==> src/rtl/wavpath_pkg.sv <==
package wavpath_pkg;

    localparam int SEL_W = 3;

    typedef enum logic [SEL_W-1:0] {
        SRC_SAW     = 3'd0,
        SRC_NOISE   = 3'd1,
        SRC_LEVEL   = 3'd2,
        SRC_TONE    = 3'd3,
        SRC_TABLE   = 3'd4,
        SRC_TONE_AM = 3'd5
    } src_sel_e;

endpackage

==> src/rtl/wavpath_select.sv <==
module wavpath_select
    import wavpath_pkg::*;
#(
    parameter int DW = 12
) (
    input  logic [SEL_W-1:0]     sel,
    input  logic                 burst_en,
    input  logic signed [DW-1:0] saw_s,
    input  logic signed [DW-1:0] noise_s,
    input  logic signed [DW-1:0] level_s,
    input  logic signed [DW-1:0] tone_s,
    input  logic signed [DW-1:0] table_s,
    output logic signed [DW-1:0] pick
);

    localparam int MW = 2 * DW;
    localparam logic signed [MW-1:0] HI = {{(DW+1){1'b0}}, {(DW-1){1'b1}}};
    localparam logic signed [MW-1:0] LO = {{(DW+1){1'b1}}, {(DW-1){1'b0}}};

    logic signed [MW-1:0] prod;
    logic signed [MW-1:0] shifted;
    logic signed [DW-1:0] am;
    logic signed [DW-1:0] tone_g;

    always_comb begin
        prod    = tone_s * table_s;
        shifted = prod >>> (DW - 1);
        if (shifted > HI) begin
            am = HI[DW-1:0];
        end else if (shifted < LO) begin
            am = LO[DW-1:0];
        end else begin
            am = shifted[DW-1:0];
        end
        tone_g = burst_en ? tone_s : '0;
    end

    always_comb begin
        case (src_sel_e'(sel))
            SRC_SAW:     pick = saw_s;
            SRC_NOISE:   pick = noise_s;
            SRC_LEVEL:   pick = level_s;
            SRC_TONE:    pick = tone_g;
            SRC_TABLE:   pick = table_s;
            SRC_TONE_AM: pick = burst_en ? am : '0;
            default:     pick = '0;
        endcase
    end

endmodule

==> src/rtl/wavpath_scale.sv <==
module wavpath_scale #(
    parameter int DW   = 12,
    parameter int GW   = 12,
    parameter int FRAC = 10
) (
    input  logic signed [DW-1:0] pick,
    input  logic signed [GW-1:0] gain,
    input  logic signed [DW-1:0] offset,
    output logic signed [DW-1:0] result
);

    localparam int PW = DW + GW;
    localparam int SW = PW + 1;
    localparam logic signed [SW-1:0] HI = {{(SW-DW+1){1'b0}}, {(DW-1){1'b1}}};
    localparam logic signed [SW-1:0] LO = {{(SW-DW+1){1'b1}}, {(DW-1){1'b0}}};

    logic signed [PW-1:0] prod;
    logic signed [PW-1:0] scaled;
    logic signed [SW-1:0] sum;

    always_comb begin
        prod   = pick * gain;
        scaled = prod >>> FRAC;
        sum    = {scaled[PW-1], scaled} + {{(SW-DW){offset[DW-1]}}, offset};
        if (sum > HI) begin
            result = HI[DW-1:0];
        end else if (sum < LO) begin
            result = LO[DW-1:0];
        end else begin
            result = sum[DW-1:0];
        end
    end

endmodule

==> src/rtl/wavpath_top.sv <==
module wavpath_top
    import wavpath_pkg::*;
#(
    parameter int DW   = 12,
    parameter int GW   = 12,
    parameter int FRAC = 10
) (
    input  logic                 clk,
    input  logic                 rst_n,
    input  logic [SEL_W-1:0]     sel,
    input  logic                 burst_en,
    input  logic signed [DW-1:0] saw_in,
    input  logic signed [DW-1:0] noise_in,
    input  logic signed [DW-1:0] level_in,
    input  logic signed [DW-1:0] tone_in,
    input  logic signed [DW-1:0] table_in,
    input  logic signed [GW-1:0] gain_in,
    input  logic signed [DW-1:0] offset_in,
    output logic signed [DW-1:0] dac_out
);

    localparam logic signed [GW-1:0] UNITY = GW'(1 << FRAC);

    typedef struct packed {
        logic signed [DW-1:0] pick;
        logic signed [GW-1:0] gain;
        logic signed [DW-1:0] offset;
        logic signed [DW-1:0] out;
    } pipe_t;

    pipe_t st_d, st_q;
    logic signed [DW-1:0] pick_w;
    logic signed [DW-1:0] scaled_w;

    wavpath_select #(.DW(DW)) u_select (
        .sel      (sel),
        .burst_en (burst_en),
        .saw_s    (saw_in),
        .noise_s  (noise_in),
        .level_s  (level_in),
        .tone_s   (tone_in),
        .table_s  (table_in),
        .pick     (pick_w)
    );

    wavpath_scale #(.DW(DW), .GW(GW), .FRAC(FRAC)) u_scale (
        .pick   (st_q.pick),
        .gain   (st_q.gain),
        .offset (st_q.offset),
        .result (scaled_w)
    );

    always_comb begin
        st_d        = st_q;
        st_d.pick   = pick_w;
        st_d.gain   = gain_in;
        st_d.offset = offset_in;
        st_d.out    = scaled_w;
    end

    always_ff @(posedge clk or negedge rst_n) begin
        if (!rst_n) begin
            st_q <= '0;
        end else begin
            st_q <= st_d;
        end
    end

    assign dac_out = st_q.out;

    a_r1_level_pass: assert property (@(posedge clk) disable iff (!rst_n)
        (sel == SRC_LEVEL) |=> (st_q.pick == $past(level_in)));

    a_r3_burst_gate: assert property (@(posedge clk) disable iff (!rst_n)
        (((sel == SRC_TONE) || (sel == SRC_TONE_AM)) && !burst_en) |=> (st_q.pick == '0));

    a_r4_unused_code: assert property (@(posedge clk) disable iff (!rst_n)
        (sel > SRC_TONE_AM) |=> (st_q.pick == '0));

    a_r5_unity_gain: assert property (@(posedge clk) disable iff (!rst_n)
        ((st_q.gain == UNITY) && (st_q.offset == '0)) |=> (dac_out == $past(st_q.pick)));

    a_r8_two_edge: assert property (@(posedge clk) disable iff (!rst_n)
        ((sel == SRC_LEVEL) && (gain_in == UNITY) && (offset_in == '0))
        |=> ##1 (dac_out == $past(level_in, 2)));

endmodule

==> config.mk <==
export PLATFORM = sky130hd
export DESIGN_NAME = wavpath_top
export DESIGN_NICKNAME = d
export VERILOG_FILES = /design/src/rtl/wavpath_pkg.sv /design/src/rtl/wavpath_select.sv /design/src/rtl/wavpath_scale.sv /design/src/rtl/wavpath_top.sv
export SDC_FILE = /design/constraint.sdc
export NUM_CORES = 1
export LEC_CHECK = 0
export ABC_AREA = 1
export BUFFER_PORTS_ARGS = -buffer_cell sky130_fd_sc_hd__buf_4
export CORE_MARGIN = 2
export CORE_UTILIZATION = 56
export DETAILED_ROUTE_END_ITERATION = 10
export PLACE_DENSITY = 0.75
export SLEW_MARGIN = 0
export SYNTH_ARGS = -nofsm -noshare
export SYNTH_HDL_FRONTEND = slang
export SYNTH_SLANG_ARGS = --single-unit
==> constraint.sdc <==
create_clock -name clk -period 8.65 [get_ports clk]
set_input_delay 0.4325 -clock clk [delete_from_list [all_inputs] [get_ports clk]]
set_output_delay 0.4325 -clock clk [all_outputs]
set_load 0.02 [all_outputs]
==> flow_summary.ini <==
[min_path]
hold_class = in2async

[timing]
relSlewSlack_pct = 54.75
worstMarginPinSlew_ns = 0.6727
rsz0062_at_grt = false
whs_ns = 0.1690
setup_viol = 0
skew_ns = 0.007143
timing.final.hold_violations = 0
drv_slew = 0
setup_tns_ns = 0
max_freq_ghz = 0.1411
min_period_over_period_pct = 81.91
period_minus_slack_ns = 7.086

[finish]
layout_common_cells = nand2_1 (512), inv_1 (473), fa_1 (273)
antenna_cells = 0
drive_gt1_share_pct = 7.827
area.growth.synth_to_final_pct = 7.315
final_common_cell = nand2_1
nets = 2300
fin_area_um2 = 14850

[cts]
clock_latency_ns = 0.30
cts_made_buffers = 5
cts_setup_buffers = 0
cts_max_level = 2
cts_tree = yes
cts_max_path_buffers = 2
clk_pin_slew_ns = 0.08
ctsHoldBuffers = 0
root_buffer = clkbuf_16
clkSinkCount = 48
post_cts_resized = 0

[global_route]
grt_util_all_layers_pct = 27.09
grt_max_degree = 49
grt_pass1_vias = 11870
antenna_found_initial = 1
grt_pass1_wl_um = 56660
grt_overflow_total = 0

[routing]
wl_um = 32850
drt_iter0_drc = 873
first_pass_iters = 5
viasPerCell = 5.128
wl_per_cell_um = 15.27
vias = 11030
antenna_left = 0
drc = 0

[logic_synthesis]
ys_types = 43
yosysWarnings = 0
synth_edf_count = 0
synthFlopType = dfrtp_1
syn_nets = 2257
async_flop_share_pct = 100.0
syn_area_um2 = 13840
syn_inst = 1783
synth-seq-area-share_pct = 8.681
synth_area_per_cell_um2 = 7.761
ys_ff_latch = 48

[setup_path]
end_kind = flop
crit_path_start_kind = flop
critPathMaxStageDelay_ns = 0.61
ff2ff_path_depth = 30
critPathKind = reg2reg
cp_max_fo = 12
cpMostUsedCell = nand2_1
r2r_setup_slack_ns = 1.56
cp.arrival_ns = 7.26
cp.required_ns = 8.82
crit_slowest_cell = dfrtp_1

[placed_design]
placed_cell_area_um2 = 14700
portBuffers = 101
hpwl_um = 27880
place.gp.congestion = 0.9302

[die]
initial_core_util_pct = 56.90
top_level_ports = 102
core_um2 = 24320
num_rows = 57
die-area_um2 = 25980
dieHeight_um = 161.2
die_x_um = 161.2

[flow_run]
drv_cap = 0

[run_status]
status = finished clean
## path summary, 6_finish.rpt
| path | end | start |
|---|---|---|
| max | dac_out[7]$_DFF_PN0_ | st_q[47]$_DFF_PN0_ |
| min | st_q[14]$_DFF_PN0_ | rst_n |
| max reg2reg | dac_out[7]$_DFF_PN0_ | st_q[47]$_DFF_PN0_ |
| min reg2reg | dac_out[0]$_DFF_PN0_ | st_q[12]$_DFF_PN0_ |
| max in group asynchronous | st_q[47]$_DFF_PN0_ | rst_n |
| min in group clk | st_q[21]$_DFF_PN0_ | offset_in[9] |
## flip-flops by register name (all words and copies together), names as in the netlist
register,flops
st_q,36
dac_out,12
## synthesized netlist by cell type, types with 5 or more instances
library cell	instances	area share (%)
nand2_1	512	14
inv_1	473	13
fa_1	273	39
ha_1	111	10
nor2_1	68	1.8
clkbuf_1	50	1.4
dfrtp_1	48	8.7
a21oi_1	45	1.6
nand3_1	36	1.3
xor2_1	27	1.7
xnor2_1	18	1.1
o21ai_0	17	0.61
buf_4	13	0.71
nand2_2	13	0.59
a221oi_1	9	0.57
nand4_1	6	0.27
nor3_1	6	0.22
o21bai_1	6	0.33
nand3_2	5	0.36
## through the flow
step           cells  setup slack, ns  util [%]
2_1_floorplan   1783            2.423         -
3_3_place_gp    2143            1.813     60.45
3_5_place_dp    2143            1.654     60.45
4_1_cts         2151            1.604     61.06
5_1_grt         2151           0.9090     61.06
6_report        2151            1.564     61.06
## kinds of logic (layout without fill, tap and decap cells)
logic type	Yosys count	in the layout	share of synthesized area [%]
AOI/OAI and AO/OA	102	102	4.512
xor gates and xnor gates	45	45	2.848
adders and majority gates	384	384	49.53
buffers and inverters	545	589	15.31
DFF	48	48	8.681
and+or+nand+nor	659	659	19.12
## routing by layer
layer | track usage [%] | wire length [um] | part of all wire, %
met4 | 5.722 | 668 | 2.0
met1 | 38.42 | 14170 | 43
met5 | 0 | 7 | 0.021
met3 | 4.982 | 2810 | 8.6
met2 | 43.95 | 15190 | 46
## cell type report
cell class	instances	area (um^2)
clock buffer	5	125.1
clock inverter	3	22.52
fill	2211	9470
inverter	477	1790
multi-input combinational	1190	10520
sequential	48	1201
tap	324	405.4
timing repair buffer	104	780.7
## critical path: cells and delay by family (launching register included)
family          cells  cell delay, ns
fa+ha+maj           7            3.24
simple gates       17            1.82
compound gates      2            0.79
flops               1            0.61
buf+inv             4            0.50
Power is left out: the tool's default activity adds up to more than one toggle a clock period on the data nets, which glitch-free logic cannot reach.
